--- src/rtl/ps_pkg.sv ---
package ps_pkg;

    // Register map of the controller side, 12-bit offset space
    localparam logic [11:0] OFF_ADDR = 12'h004;
    localparam logic [11:0] OFF_CMD  = 12'h008;
    localparam logic [11:0] OFF_STAT = 12'h00C;
    localparam logic [11:0] OFF_BUF  = 12'h100;

    localparam logic [7:0]  OP_READ  = 8'h03;
    localparam logic [7:0]  OP_WRITE = 8'h02;

    typedef enum logic [3:0] {
        ST_IDLE,
        ST_FILL_GET,
        ST_FILL_PUT,
        ST_ADDR,
        ST_CMD,
        ST_POLL,
        ST_DRAIN_GET,
        ST_DRAIN_PUT,
        ST_NEXT
    } seq_state_e;

endpackage

--- src/rtl/ps_chunk.sv ---
module ps_chunk #(
    parameter int unsigned LEN_W      = 32,
    parameter int unsigned PAGE_BYTES = 256,
    parameter int unsigned BUF_BYTES  = 256,
    parameter int unsigned PW         = $clog2(PAGE_BYTES),
    parameter int unsigned CW         = 9
) (
    input  logic [PW-1:0]    addr_lo,
    input  logic [LEN_W-1:0] rem,
    input  logic             is_write,
    output logic [CW-1:0]    chunk
);

    logic [CW-1:0] page_room;
    logic [CW-1:0] limit;

    // Bytes left before the next page edge (whole page when aligned)
    assign page_room = CW'(PAGE_BYTES) - CW'(addr_lo);

    // Reads are only bounded by the buffer, writes also by the page
    assign limit = is_write ? page_room : CW'(BUF_BYTES);

    always_comb begin
        if (rem < LEN_W'(limit)) begin
            chunk = CW'(rem);
        end else begin
            chunk = limit;
        end
    end

endmodule

--- src/rtl/ps_cursor.sv ---
module ps_cursor #(
    parameter int unsigned ADDR_W = 32,
    parameter int unsigned LEN_W  = 32,
    parameter int unsigned CW     = 9
) (
    input  logic              clk,
    input  logic              rst_n,
    input  logic              load,
    input  logic [ADDR_W-1:0] ld_addr,
    input  logic [LEN_W-1:0]  ld_len,
    input  logic              adv,
    input  logic [CW-1:0]     step,
    output logic [ADDR_W-1:0] addr,
    output logic [LEN_W-1:0]  rem
);

    typedef struct packed {
        logic [ADDR_W-1:0] addr;
        logic [LEN_W-1:0]  rem;
    } cur_t;

    cur_t cur_d, cur_q;

    always_comb begin
        cur_d = cur_q;
        if (load) begin
            cur_d.addr = ld_addr;
            cur_d.rem  = ld_len;
        end else if (adv) begin
            cur_d.addr = cur_q.addr + ADDR_W'(step);
            cur_d.rem  = cur_q.rem - LEN_W'(step);
        end
    end

    always_ff @(posedge clk or negedge rst_n) begin
        if (!rst_n) begin
            cur_q <= '0;
        end else begin
            cur_q <= cur_d;
        end
    end

    assign addr = cur_q.addr;
    assign rem  = cur_q.rem;

    // End of the run (address plus remaining) is invariant while advancing
    logic [ADDR_W-1:0] run_end;
    assign run_end = cur_q.addr + ADDR_W'(cur_q.rem);

    a_r5_end_fixed: assert property (@(posedge clk) disable iff (!rst_n)
        adv && !load |=> run_end == $past(run_end));

    a_r5_step_fits: assert property (@(posedge clk) disable iff (!rst_n)
        adv |-> (step != '0) && (LEN_W'(step) <= cur_q.rem));

    a_r5_rem_drops: assert property (@(posedge clk) disable iff (!rst_n)
        adv && !load |=> cur_q.rem < $past(cur_q.rem));

endmodule

--- src/rtl/ps_seq.sv ---
module ps_seq
    import ps_pkg::*;
#(
    parameter int unsigned ADDR_W     = 32,
    parameter int unsigned LEN_W      = 32,
    parameter int unsigned PAGE_BYTES = 256,
    parameter int unsigned BUF_BYTES  = 256,
    parameter int unsigned PW         = $clog2(PAGE_BYTES),
    parameter int unsigned CW         = 9
) (
    input  logic              clk,
    input  logic              rst_n,
    // host request
    input  logic              req_valid,
    output logic              req_ready,
    input  logic              req_write,
    input  logic [ADDR_W-1:0] req_addr,
    input  logic [LEN_W-1:0]  req_len,
    output logic              done,
    output logic              done_err,
    // cursor and sizer
    input  logic [ADDR_W-1:0] cur_addr,
    input  logic [LEN_W-1:0]  cur_rem,
    input  logic [CW-1:0]     chunk,
    output logic              cur_load,
    output logic              cur_adv,
    output logic              is_write,
    // register master
    output logic              reg_req,
    output logic              reg_we,
    output logic [11:0]       reg_addr,
    output logic [31:0]       reg_wdata,
    input  logic              reg_ack,
    input  logic [31:0]       reg_rdata,
    // payload streams
    input  logic              in_valid,
    input  logic [7:0]        in_data,
    output logic              in_ready,
    output logic              out_valid,
    output logic [7:0]        out_data,
    input  logic              out_ready
);

    typedef struct packed {
        seq_state_e    state;
        logic          is_wr;
        logic [CW-1:0] idx;
        logic [7:0]    data;
        logic          done;
        logic          err;
    } seq_t;

    seq_t s_d, s_q;

    logic [ADDR_W:0] req_end;
    logic            req_ovf;
    logic            idx_last;
    logic            piece_last;
    logic [7:0]      opcode;
    logic [22:0]     unused_rdata_hi;

    assign unused_rdata_hi = reg_rdata[31:9];

    // End of run one past the last byte; beyond 2^ADDR_W is refused
    assign req_end    = {1'b0, req_addr} + (ADDR_W+1)'(req_len);
    assign req_ovf    = req_end[ADDR_W] && (req_end[ADDR_W-1:0] != '0);
    assign idx_last   = (s_q.idx == chunk - CW'(1));
    assign piece_last = (cur_rem == LEN_W'(chunk));
    assign opcode     = s_q.is_wr ? OP_WRITE : OP_READ;

    always_comb begin
        s_d       = s_q;
        s_d.done  = 1'b0;
        s_d.err   = 1'b0;

        req_ready = 1'b0;
        cur_load  = 1'b0;
        cur_adv   = 1'b0;
        reg_req   = 1'b0;
        reg_we    = 1'b0;
        reg_addr  = '0;
        reg_wdata = '0;
        in_ready  = 1'b0;
        out_valid = 1'b0;

        unique case (s_q.state)
            ST_IDLE: begin
                req_ready = 1'b1;
                if (req_valid) begin
                    if (req_ovf) begin
                        s_d.done = 1'b1;
                        s_d.err  = 1'b1;
                    end else if (req_len == '0) begin
                        s_d.done = 1'b1;
                    end else begin
                        cur_load  = 1'b1;
                        s_d.is_wr = req_write;
                        s_d.idx   = '0;
                        s_d.state = req_write ? ST_FILL_GET : ST_ADDR;
                    end
                end
            end

            ST_FILL_GET: begin
                in_ready = 1'b1;
                if (in_valid) begin
                    s_d.data  = in_data;
                    s_d.state = ST_FILL_PUT;
                end
            end

            ST_FILL_PUT: begin
                reg_req   = 1'b1;
                reg_we    = 1'b1;
                reg_addr  = OFF_BUF + 12'(s_q.idx);
                reg_wdata = {24'h0, s_q.data};
                if (reg_ack) begin
                    if (idx_last) begin
                        s_d.idx   = '0;
                        s_d.state = ST_ADDR;
                    end else begin
                        s_d.idx   = s_q.idx + CW'(1);
                        s_d.state = ST_FILL_GET;
                    end
                end
            end

            ST_ADDR: begin
                reg_req   = 1'b1;
                reg_we    = 1'b1;
                reg_addr  = OFF_ADDR;
                reg_wdata = 32'(cur_addr);
                if (reg_ack) begin
                    s_d.state = ST_CMD;
                end
            end

            ST_CMD: begin
                reg_req   = 1'b1;
                reg_we    = 1'b1;
                reg_addr  = OFF_CMD;
                reg_wdata = {8'h00, opcode, 16'(chunk)};
                if (reg_ack) begin
                    s_d.state = ST_POLL;
                end
            end

            ST_POLL: begin
                reg_req  = 1'b1;
                reg_addr = OFF_STAT;
                if (reg_ack && reg_rdata[0]) begin
                    s_d.idx   = '0;
                    s_d.state = s_q.is_wr ? ST_NEXT : ST_DRAIN_GET;
                end
            end

            ST_DRAIN_GET: begin
                reg_req  = 1'b1;
                reg_addr = OFF_BUF + 12'(s_q.idx);
                if (reg_ack) begin
                    s_d.data  = reg_rdata[7:0];
                    s_d.state = ST_DRAIN_PUT;
                end
            end

            ST_DRAIN_PUT: begin
                out_valid = 1'b1;
                if (out_ready) begin
                    if (idx_last) begin
                        s_d.idx   = '0;
                        s_d.state = ST_NEXT;
                    end else begin
                        s_d.idx   = s_q.idx + CW'(1);
                        s_d.state = ST_DRAIN_GET;
                    end
                end
            end

            ST_NEXT: begin
                cur_adv = 1'b1;
                s_d.idx = '0;
                if (piece_last) begin
                    s_d.done  = 1'b1;
                    s_d.state = ST_IDLE;
                end else begin
                    s_d.state = s_q.is_wr ? ST_FILL_GET : ST_ADDR;
                end
            end

            default: begin
                s_d.state = ST_IDLE;
            end
        endcase
    end

    always_ff @(posedge clk or negedge rst_n) begin
        if (!rst_n) begin
            s_q <= '{state: ST_IDLE, is_wr: 1'b0, idx: '0, data: '0,
                     done: 1'b0, err: 1'b0};
        end else begin
            s_q <= s_d;
        end
    end

    assign done     = s_q.done;
    assign done_err = s_q.err;
    assign is_write = s_q.is_wr;
    assign out_data = s_q.data;

    // ---------------------------------------------------------------
    // Checks next to the logic
    // ---------------------------------------------------------------
    logic cmd_issue;
    logic [CW:0] page_fill;
    assign cmd_issue = reg_req && reg_we && (reg_addr == OFF_CMD);
    assign page_fill = (CW+1)'(cur_addr[PW-1:0]) + (CW+1)'(reg_wdata[CW-1:0]);

    a_r9_hold: assert property (@(posedge clk) disable iff (!rst_n)
        reg_req && !reg_ack |=> reg_req && $stable(reg_we)
                                && $stable(reg_addr) && $stable(reg_wdata));

    a_r1_read_len: assert property (@(posedge clk) disable iff (!rst_n)
        cmd_issue && reg_wdata[23:16] == OP_READ |->
            reg_wdata[15:0] != 16'h0 && reg_wdata[15:0] <= 16'(BUF_BYTES)
            && 32'(reg_wdata[15:0]) <= 32'(cur_rem));

    a_r2_no_page_cross: assert property (@(posedge clk) disable iff (!rst_n)
        cmd_issue && reg_wdata[23:16] == OP_WRITE |->
            reg_wdata[15:0] != 16'h0 && page_fill <= (CW+1)'(PAGE_BYTES));

    a_r3_out_hold: assert property (@(posedge clk) disable iff (!rst_n)
        out_valid && !out_ready |=> out_valid && $stable(out_data));

    a_r6_zero_len: assert property (@(posedge clk) disable iff (!rst_n)
        req_valid && req_ready && req_len == '0 |=> done && !done_err);

    a_r7_overflow: assert property (@(posedge clk) disable iff (!rst_n)
        req_valid && req_ready && req_ovf |=> done && done_err && !reg_req);

    a_r8_quiet_done: assert property (@(posedge clk) disable iff (!rst_n)
        done |-> !reg_req && !in_ready && !out_valid);

endmodule

--- src/rtl/page_splitter.sv ---
module page_splitter #(
    parameter int unsigned ADDR_W     = 32,
    parameter int unsigned LEN_W      = 32,
    parameter int unsigned PAGE_BYTES = 256,
    parameter int unsigned BUF_BYTES  = 256
) (
    input  logic              clk,
    input  logic              rst_n,
    input  logic              req_valid,
    output logic              req_ready,
    input  logic              req_write,
    input  logic [ADDR_W-1:0] req_addr,
    input  logic [LEN_W-1:0]  req_len,
    output logic              done,
    output logic              done_err,
    output logic              reg_req,
    output logic              reg_we,
    output logic [11:0]       reg_addr,
    output logic [31:0]       reg_wdata,
    input  logic              reg_ack,
    input  logic [31:0]       reg_rdata,
    input  logic              in_valid,
    input  logic [7:0]        in_data,
    output logic              in_ready,
    output logic              out_valid,
    output logic [7:0]        out_data,
    input  logic              out_ready
);

    localparam int unsigned MAX_PIECE = (PAGE_BYTES > BUF_BYTES) ? PAGE_BYTES : BUF_BYTES;
    localparam int unsigned CW        = $clog2(MAX_PIECE) + 1;
    localparam int unsigned PW        = $clog2(PAGE_BYTES);

    logic [ADDR_W-1:0] cur_addr;
    logic [LEN_W-1:0]  cur_rem;
    logic [CW-1:0]     chunk;
    logic              cur_load;
    logic              cur_adv;
    logic              is_write;

    ps_cursor #(
        .ADDR_W (ADDR_W),
        .LEN_W  (LEN_W),
        .CW     (CW)
    ) u_cursor (
        .clk     (clk),
        .rst_n   (rst_n),
        .load    (cur_load),
        .ld_addr (req_addr),
        .ld_len  (req_len),
        .adv     (cur_adv),
        .step    (chunk),
        .addr    (cur_addr),
        .rem     (cur_rem)
    );

    ps_chunk #(
        .LEN_W      (LEN_W),
        .PAGE_BYTES (PAGE_BYTES),
        .BUF_BYTES  (BUF_BYTES),
        .PW         (PW),
        .CW         (CW)
    ) u_chunk (
        .addr_lo  (cur_addr[PW-1:0]),
        .rem      (cur_rem),
        .is_write (is_write),
        .chunk    (chunk)
    );

    ps_seq #(
        .ADDR_W     (ADDR_W),
        .LEN_W      (LEN_W),
        .PAGE_BYTES (PAGE_BYTES),
        .BUF_BYTES  (BUF_BYTES),
        .PW         (PW),
        .CW         (CW)
    ) u_seq (
        .clk       (clk),
        .rst_n     (rst_n),
        .req_valid (req_valid),
        .req_ready (req_ready),
        .req_write (req_write),
        .req_addr  (req_addr),
        .req_len   (req_len),
        .done      (done),
        .done_err  (done_err),
        .cur_addr  (cur_addr),
        .cur_rem   (cur_rem),
        .chunk     (chunk),
        .cur_load  (cur_load),
        .cur_adv   (cur_adv),
        .is_write  (is_write),
        .reg_req   (reg_req),
        .reg_we    (reg_we),
        .reg_addr  (reg_addr),
        .reg_wdata (reg_wdata),
        .reg_ack   (reg_ack),
        .reg_rdata (reg_rdata),
        .in_valid  (in_valid),
        .in_data   (in_data),
        .in_ready  (in_ready),
        .out_valid (out_valid),
        .out_data  (out_data),
        .out_ready (out_ready)
    );

endmodule

--- config.mk ---
export PLATFORM = sky130hd
export DESIGN_NAME = page_splitter
export DESIGN_NICKNAME = d
export VERILOG_FILES = /design/src/rtl/ps_pkg.sv /design/src/rtl/ps_chunk.sv /design/src/rtl/ps_cursor.sv /design/src/rtl/ps_seq.sv /design/src/rtl/page_splitter.sv
export SDC_FILE = /design/constraint.sdc
export NUM_CORES = 1
export LEC_CHECK = 0
export ABC_AREA = 1
export BUFFER_PORTS_ARGS = -buffer_cell sky130_fd_sc_hd__buf_4
export CAP_MARGIN = 20
export CORE_MARGIN = 3
export CORE_UTILIZATION = 37
export CTS_BUF_LIST = sky130_fd_sc_hd__clkbuf_8 sky130_fd_sc_hd__clkbuf_16
export DETAILED_ROUTE_END_ITERATION = 6
export PLACE_DENSITY = 0.56
export SKIP_CTS_REPAIR_TIMING = 1
export SYNTH_ARGS = -nofsm -noshare
export SYNTH_HDL_FRONTEND = slang
export SYNTH_SLANG_ARGS = --single-unit
--- constraint.sdc ---
create_clock -name clk -period 7.4 [get_ports clk]
set_input_delay 0.37 -clock clk [delete_from_list [all_inputs] [get_ports clk]]
set_output_delay 0.37 -clock clk [all_outputs]
set_load 0.01 [all_outputs]
# [Word level (Yosys, flattened, before mapping)]
# Index checks and enable logic that the tools add are counted.
[totals] input_bits=111 regBits=88
[classes] eq_ne=20 bitwise_logic=2 addsub=7 n_reduce_logical=15 order_cmp=1 mux=49
[ops] operator="two-way mux 64 bit" n=2
[ops] operator="case mux 32 bit (3 select lines)" n=1
[ops] operator="two-way mux 9 bit" n=6
[ops] operator="case mux 12 bit (4 select lines)" n=1
[ops] operator="case mux 9 bit (5 select lines)" n=1
[ops] operator="two-way mux 14 bit" n=3
[ops] operator="two-way mux 4 bit" n=10
[ops] operator="case mux 4 bit (9 select lines)" n=1
[ops] operator="adder 32 x 32 -> 33 bit" n=1
[ops] operator="adder 32 x 9 -> 32 bit" n=1
[ops] operator="equality test 32 x 9 -> 1 bit" n=1
[ops] operator="zero test 32 bit" n=1
[ops] operator="less-than comparator 32 x 9 -> 1 bit" n=1
[ops] operator="nonzero test 32 bit" n=1
[ops] operator="subtractor 32 x 9 -> 32 bit" n=1
[ops] operator="inequality test 2 bit (second input constant)" n=9
[ops] operator="equality test 4 x 3 -> 1 bit (second input constant)" n=4
[ops] operator="two-way mux 1 bit" n=16
[ops] operator="two-way mux 8 bit" n=2
[ops] operator="case mux 8 bit (2 select lines)" n=1
[ops] operator="adder 9 x 9 -> 10 bit (first input constant)" n=1
[ops] operator="AND reduction 10 bit" n=1
[ops] operator="adder 9 x 1 -> 9 bit (second input constant)" n=1
[ops] operator="equality test 9 bit" n=1
[ops] operator="other kinds (19)" n=26

# [Depth between registers and ports, before layout]
# Gate-level depths: netlist of the first run.
[depth] depth_word=9 mapped_depth=38 ltp_nobuf=38

# [Hierarchy]
# Synthesis of the first run repeated with hierarchy kept, for this count alone.
[hier_totals] cells_unflattened=1900 area_unflattened_um2=11130.7
[modules_own_cells] mod="ps_cursor" cells_each=833 seq_area_each_um2=1601.5 instances=1 area_each_um2=5355.1
[modules_own_cells] mod="ps_seq" cells_each=947 seq_area_each_um2=600.6 instances=1 area_each_um2=5081.1
[modules_own_cells] mod="ps_chunk" cells_each=120 seq_area_each_um2=0.0 instances=1 area_each_um2=694.4

# [Worst setup path before layout of the first run]
# OpenSTA, ideal clock, no wires.
[synth_path] path_kind="flip-flop to flip-flop" startpoint="register u_cursor.cur_q (netlist bit u_cursor.addr[1])" endpoint="register u_cursor.cur_q (netlist bit u_cursor.addr[22])" stages_incl_launch_ff=35 arrival_time_ps=4524 path_buffers=0 period_less_slack_ps=4648 required_time_ps=7276 setup_slack_ps=2752 cell_sequence="dfrtp_1 > inv_1 > ha_1 > nand2_1 > nor3_1 > nand3_1 > o21ai_0 > inv_1 > ha_1 > or2_4 > nor3_4 > nand2_2 > nand2_1 > nand2_1 > inv_1 > ha_1 > inv_1 > fa_1 > inv_1 > a31oi_1 > inv_1 > a21oi_1 > nor2_1 > nor2_1 > nor2_1 > nand2_1 > nor2_1 > inv_1 > nor2_1 > nand2_1 > nor2_1 > nand3_1 > xor2_1 > nand2_1 > nand3_1"
[synth_between] elab_chain_cells=7
[synth_rtl] item="start, declared" line_no="ps_cursor.sv:22" text="cur_t cur_d, cur_q;"
[synth_rtl] item="start signal, assigned" line_no="ps_cursor.sv:39" text="cur_q <= cur_d;"
[synth_rtl] item="subtractor 9 x 8 -> 9 bit" line_no="ps_chunk.sv:18" text="assign page_room = CW'(PAGE_BYTES) - CW'(addr_lo);"
[synth_rtl] item="two-way mux 9 bit" line_no="ps_chunk.sv:21" text="assign limit = is_write ? page_room : CW'(BUF_BYTES);"
[synth_rtl] item="less-than comparator 32 x 9 -> 1 bit" line_no="ps_chunk.sv:24" text="if (rem < LEN_W'(limit)) begin"
[synth_rtl] item="two-way mux 9 bit" line_no="ps_chunk.sv:24"
[synth_rtl] item="adder 32 x 9 -> 32 bit *" line_no="ps_cursor.sv:30" text="cur_d.addr = cur_q.addr + ADDR_W'(step);"
[synth_rtl] item="two-way mux 64 bit *" line_no="ps_cursor.sv:29" text="end else if (adv) begin"
[synth_rtl] item="two-way mux 64 bit *" line_no="ps_cursor.sv:26" text="if (load) begin"
# Mark *: on every way between the ends. The rest lies on a longest branch, timed or not. The select of a mux whose other input is x is not followed.
# A chain may end at the register's enable or synchronous reset.

# [Worst setup path after layout of the first run]
# Ends and elaborated chain as after synthesis.

==> summary.txt, run 1 <==
Timing
  – Share of the cycle needed by the critical path after routing: 83.0%
  – Max Clock Freq: about 0.16 GHz
  – Worst rel slew slack: a little over a quarter
  – Clock period minus worst slack: 6.14 ns
  – Sum of negative setup slack: 0 ns
  – Fin Clk Skew: about 0.018 ns
  – Final setup violation count: 0
  – RSZ-0062 raised after global routing: false
  – Max Slew Vio Count: 0
  – Number of hold violations in the final report: 0
  – Transition time at the pin with the least slew margin: 1.10 ns

Power
  – Power density of the placed cells: ~360 nW/um2
  – Switching component of the power: about 2.1 mW
  – Total leakage power: roughly 5.5 nW
  – Portion of total power attributed to the clock network: approximately an eighth
  – Sw Ratio: 53.7%
  – Cell internal pwr: roughly 1.8 mW
  – Peak VDD IR: about 0.16 mV
  – Logic gate share of total power: approximately 65%
  – Sequential share of power: around a quarter

Synthesis
  – Cell variety after synth: 54
  – Syn Inst Count: about 1,500
  – Sequential share of the synthesized area: roughly 23%
  – Count of warnings emitted by yosys: 0
  – Main area contributors after synthesis: dfrtp_1, nand2_1, ha_1
  – Post-Synthesis Cell Area: 9470 um2
  – Share of the synthesized area in the top cell type: between 20% and 30%
  – Mean instance size in the synthesized netlist: about 6.2 um2
  – Most area-hungry cell type in the Yosys netlist: dfrtp_1
  – Post-synthesis sequential element count: between 80 and 90

Run
  – Max-Cap Viols: 0

Worst setup path
  – Setup CP Type: reg -> reg
  – Worst setup SP type: flop
  – Type of destination of the critical path: flop
  – Crit-path max FO: 14
  – Arrival time reported for the critical path endpoint: ~6.4 ns
  – Crit path max-delay cell type: dfrtp_1
  – Crit-path max cell delay: between 0.4 and 0.5 ns
  – Critical path buffers and inverters: 6
  – Reg2reg setup slack: roughly 1.3 ns
  – Family of cells with the greatest summed delay on the critical path: simple AND/OR/NAND/NOR gates
  – Worst Path Required: approximately 7.6 ns

Final layout
  – Number of nets in the finished design: 1,822
  – Most common library cell in the layout ignoring fill and taps: nand2_1
  – Layout cells sized above 1: approximately an eighth
  – Layout Area Growth over Synthesis: 16.4%
  – N_diodes: 0
  – # fillers: about 2,700
  – Total non-filler cell area in the finished layout: 11,000 um2
  – Highest-count cells in the layout ignoring fill and taps: nand2_1, nor2_1, inv_1, buf_4, nand3_1

Clock network
  – Clock latency reported for the late side of the worst-skew pair: 0.36 ns
  – Cell at the root of the clock tree: clkbuf_16
  – H-tree levels: 3
  – Clk buf depth: 2
  – CTS sink cnt: about 90
  – CTS Buf Count: 9
  – Clock slew at the register clock pins of the worst setup and hold paths: roughly 0.080 ns
  – CTS tree: built

Floorplan
  – Die ar.: around 28,000 um2
  – Initial Utilization: between 30% and 40%
  – Placeable Area: roughly 25,000 um2
  – Count of pins on the block boundary: 170
  – # rows: 57
  – Die extent in x: around 170 um
  – Overall die height: 166 um

Route
  – First-pass iteration count of the detailed router: 5
  – Drc violations: 0
  – Vias per Instance: 5.24
  – Sum of routed wire length over all layers: 34.0 mm
  – Number of antenna-violating nets in the routed design: 0
  – Total via count after detailed routing: between 10,000 and 15,000
  – Routed WL per cell: 17.2 um
  – Number of violations reported at the end of detailed-routing iteration 0: between 800 and 900

GRT
  – Wire length of the first global-routing pass: 53.4 mm
  – Antenna violations before repair: 2
  – Pin count of the biggest net entering global routing: 49
  – GR Overflow Total: 0
  – Number of global-route vias before repair: 9,736
  – Global router's overall resource usage: between 20% and 30%

Worst hold path
  – Worst Hold Class: in -> async

Place
  – Number of buffer cells added on primary ports: approximately 140
  – HPWL after DPL: 27.3 mm
  – Instance area at placement: 10,700 um2
  – Routability Congestion: roughly 0.95

Status
  – Run status: completed
==> power by group through the flow <==
stage / Clock (mW) / Combinational (mW) / Sequential, mW
floorplan: 0 / 1.90 / 0.862
global placement: 0 / 2.51 / 0.945
detailed placement: 0 / 2.54 / 0.948
CTS: 0.472 / 2.55 / 0.941
global route: 0.490 / 2.91 / 0.979
finish: 0.463 / 2.55 / 0.944
==> cells in the mapped netlist (all sizes together) <==
cell	instances
a2111oi	1
a21boi	4
a21o	3
a21oi	68
a221oi	1
a31oi	12
and2	1
and3	1
buf	24
clkbuf	18
clkinv	2
conb	1
dfrtp	88
fa	3
ha	61
inv	184
nand2	473
nand3	142
nand3b	9
nand4	18
nor2	191
nor3	38
nor4	18
o211ai	4
o21a	7
o21ai	72
o21bai	8
o221ai	10
o22ai	3
o311ai	1
o31ai	1
o41ai	1
or2	11
or4	2
xnor2	10
xor2	39
==> cells by family after synthesis <==
kind of cell             after synthesis  share of synthesized area (%)
flip-flops                            88                           23.2
adder cells (fa/ha/maj)               64                           8.69
AND/OR/NAND/NOR                      904                           41.5
XOR/XNOR                              49                           4.53
buffers and inverters                228                           9.96
AO/OA/AOI/OAI                        196                           12.1
other                                  1                         0.0396
==> area by class of cell <==
class / count / area, um2 / area share [%]
multi-input cells: 1215 / 6340 / 57.5
flip-flops and latches: 88 / 2200 / 20.0
repair buffers: 147 / 1100 / 10.0
inverters: 186 / 698 / 6.33
well taps: 324 / 405 / 3.68
clock buffers: 10 / 239 / 2.17
clock inverters: 5 / 40.0 / 0.363
==> final timing paths <==
| path | endpoint | cells past startpoint | from |
|---|---|---|---|
| setup reg to reg | u_cursor.addr[22] | 35 | u_cursor.addr[1] |
| hold / removal | u_seq.s_q[14] | 1 | rst_n |
| min in group clk | u_cursor.addr[2] | 3 | req_addr[2] |
| setup / recovery | u_cursor.addr[22] | 35 | u_cursor.addr[1] |
| hold reg to reg | u_cursor.rem[30] | 2 | u_cursor.rem[30] |
| max in group asynchronous | u_cursor.rem[13] | 2 | rst_n |
==> sequential cells by signal (all words and copies together) (netlist names) <==
name            flops
u_cursor.addr      32
u_cursor.rem       32
u_seq.is_write      1
u_seq.done_err      1
u_seq.done          1
u_seq.out_data      8
u_seq.s_q          13
==> worst register-to-register path, delay by kind of cell, from the launching register on <==
kind,cells,cell delay [ns]
fa+ha+maj,3,0.95
simple gates,20,3.16
compound gates,5,0.68
xor+xnor,1,0.16
buf+inv,6,0.68
flops,1,0.41
==> metal layers <==
metal | vias to the layer above | GRT usage (%) | wire [um]
li1 | 5225 | - | -
met1 | 4829 | 33.5 | 15700
met2 | 240 | 39.5 | 15900
met3 | 49 | 3.81 | 1770
met4 | 4 | 5.50 | 639
met5 | - | 0 | 27
==> per-stage QoR <==
step,power (mW),worst slack [ns],util (%),hold slack [ns],std cells
after floorplan,2.77,2.75,-,0.0744,1531
after global placement,3.45,1.50,43.4,0.405,1960
after detailed placement,3.48,1.40,43.4,0.413,1960
after CTS,3.96,1.34,44.6,0.0247,1975
after global routing,4.37,0.451,44.6,0.0447,1975
final,3.96,1.26,44.6,0.00626,1975
No activity file was read; power rests on OpenSTA's default activity.
==> inputs of run 2 (changes only) <==
- clock period: 7.4 -> 6.4 ns (I/O delays scaled with it)
==> run 2 against run 1 <==
- routed wire length is essentially flat
- global-route usage up 0.15 points
- setup slack got worse by 0.52 ns
- clock power increased by 15%
- fmax grew 8.5%
- die area unchanged
- core utilization rose by 0.34 points
- total power increased by 17%
- critical path type unchanged
==> summary.txt, run 2 (synthesis gave the netlist of run 1 again) <==
Status
  – Run status: completed

Place
  – Number of buffer cells added on primary ports: 143 (unchanged)
  – Routability Congestion: 0.959 (+0.68%)
  – HPWL after DPL: 27.5 mm (+0.68%)
  – Pre-CTS setup slack: 0.714 ns (-0.684 ns)

Worst setup path
  – Type of destination of the critical path: flop
  – Startpoint of the most critical setup path: u_cursor.addr[1]
  – Worst Path Required: 6.64 ns (-1.00 ns)
  – Reg2reg start: u_cursor.addr[1]
  – Crit path max-delay cell type: fa_1
  – Crit-path max FO: 13 (-1)
  – Arrival time reported for the critical path endpoint: 5.90 ns (-0.48 ns)
  – Setup CP Type: reg -> reg
  – Crit-path max cell delay: 0.43 ns (+0.02 ns)
  – Worst setup SP type: flop

Timing
  – Transition time at the pin with the least slew margin: 1.07 ns (-0.0219 ns)
  – Final worst slack: 0.740 ns (-0.519 ns)
  – Final setup violation count: 0 (unchanged)
  – Max Slew Vio Count: 0 (unchanged)
  – Max Clock Freq: 0.177 GHz (+8.5%)
  – Worst rel slew slack: 27.5% (+1.2 points)
  – RSZ-0062 raised after global routing: false
  – Fin Clk Skew: 0.0140 ns (-0.00383 ns)
  – Share of the cycle needed by the critical path after routing: 88.4% (+5.4 points)
  – Final worst hold slack: 0.202 ns (+0.195 ns)
  – Clock period minus worst slack: 5.66 ns (-0.481 ns)
  – Sum of negative setup slack: 0 ns (unchanged)
  – Number of hold violations in the final report: 0 (unchanged)

Power
  – Peak VDD IR: 0.191 mV (+18%)
  – Total leakage power: 5.58 nW (+0.75%)
  – Power density of the placed cells: 416 nW/um2 (+16%)
  – Total Power: 4.62 mW (+17%)

Clock network
  – Cell at the root of the clock tree: clkbuf_16
  – H-tree levels: 3 (unchanged)
  – Clk buf depth: 2 (unchanged)
  – CTS tree: built
  – Clock latency reported for the late side of the worst-skew pair: 0.36 ns (about the same)
  – CTS sink cnt: 88 (unchanged)
  – CTS Buf Count: 9 (unchanged)
  – Clock slew at the register clock pins of the worst setup and hold paths: 0.08 ns (about the same)

Final layout
  – Layout cells sized above 1: 13.5% (+0.31 points)
  – Most common library cell in the layout ignoring fill and taps: nand2_1
  – Number of nets in the finished design: 1,827 (+0.27%)
  – Highest-count cells in the layout ignoring fill and taps: nand2_1, nor2_1, inv_1, buf_4, nand3_1
  – Layout Area Growth over Synthesis: 17.3%

Route
  – Vias per Instance: 5.22 (-0.32%)
  – Drc violations: 0 (unchanged)
  – Routed WL per cell: 17.1 um (-0.43%)
  – Total via count after detailed routing: 10,400 (+0.029%)
  – Number of antenna-violating nets in the routed design: 0 (unchanged)
  – Number of violations reported at the end of detailed-routing iteration 0: 853 (+3.5%)
  – First-pass iteration count of the detailed router: 5 (unchanged)
  – Sum of routed wire length over all layers: 34.0 mm (about the same)

GRT
  – Pin count of the biggest net entering global routing: 49 (unchanged)
  – Wire length of the first global-routing pass: 53.9 mm (+0.94%)
  – Antenna violations before repair: 1 (-1)
  – Number of global-route vias before repair: 9,872 (+1.4%)
  – Global-route met3 utilization: 2.71% (-1.1 points)
  – Fraction of met1 tracks used by global routing: 34.3% (+0.83 points)
  – Global router's overall resource usage: 24.2% (+0.15 points)
  – GR Overflow Total: 0 (unchanged)
  – GR Util met2: 39.8% (+0.34 points)
  – Global routing's busiest layer: met2

Worst hold path
  – Worst Hold Class: in -> reg
  – Launch point of the worst hold path: req_len[2]

Run
  – Max-Cap Viols: 0 (unchanged)

Floorplan
  – # rows: 57 (unchanged)
  – Initial Utilization: 38.3% (unchanged)
  – Die ar.: 27,600 um2 (unchanged)
  – Count of pins on the block boundary: 170 (unchanged)
  – Die extent in x: 166 um (unchanged)
  – Overall die height: 166 um (unchanged)
  – Placeable Area: 24,700 um2 (unchanged)
[run 2: final cells by class]
| cell class | count | area, um2 |
|---|---|---|
| sequential | 88 | 2200 |
| clock buffer | 10 | 239 |
| inverter | 186 | 698 |
| antenna | 1 | 2.50 |
| timing repair buffer | 152 | 1170 |
| clock inverter | 6 | 43.8 |
| multi-input combinational | 1215 | 6350 |
| tap | 324 | 405 |
| fill | 2609 | 13600 |
[run 2: power breakdown]
part / total [mW] / internal [mW] / leakage (nW) / switching (mW)
clock network: 0.531 / 0.276 / 0.144 / 0.255
logic: 3.00 / 1.08 / 4.35 / 1.92
registers: 1.09 / 0.795 / 1.08 / 0.298
[run 2: critical path: cells and delay by family (launching register included)]
family,cells,cell delay (ns)
simple gates,16,2.12
buf+inv,7,0.85
flops,1,0.40
compound gates,5,1.06
fa+ha+maj,4,1.08
[run 2: per-stage QoR]
stage | std cells | area [um2] | utilization, %
4_1_cts | 1978 | 11100 | 44.7
5_1_grt | 1982 | 11100 | 44.9
6_report | 1982 | 11100 | 44.9
3_3_place_gp | 1962 | 10800 | 43.5
3_5_place_dp | 1962 | 10800 | 43.5
2_1_floorplan | 1531 | 9480 | -
[run 2: final timing paths]
path,end,cells after the start,slack (ns)
worst max register to register,u_cursor.rem[30],32,0.74
max in group asynchronous,u_cursor.rem[14],3,4.82
min in group asynchronous,u_seq.s_q[12],2,0.49
worst min register to register,u_cursor.addr[22],2,0.49
worst max-delay path,u_cursor.rem[30],32,0.74
worst min-delay path,u_cursor.rem[2],3,0.20
[run 2: layer usage]
layer,vias to the layer above,wire length [um]
met3,43,1430
met4,0,737
met2,224,15800
met5,-,0
li1,5227,-
met1,4856,16000
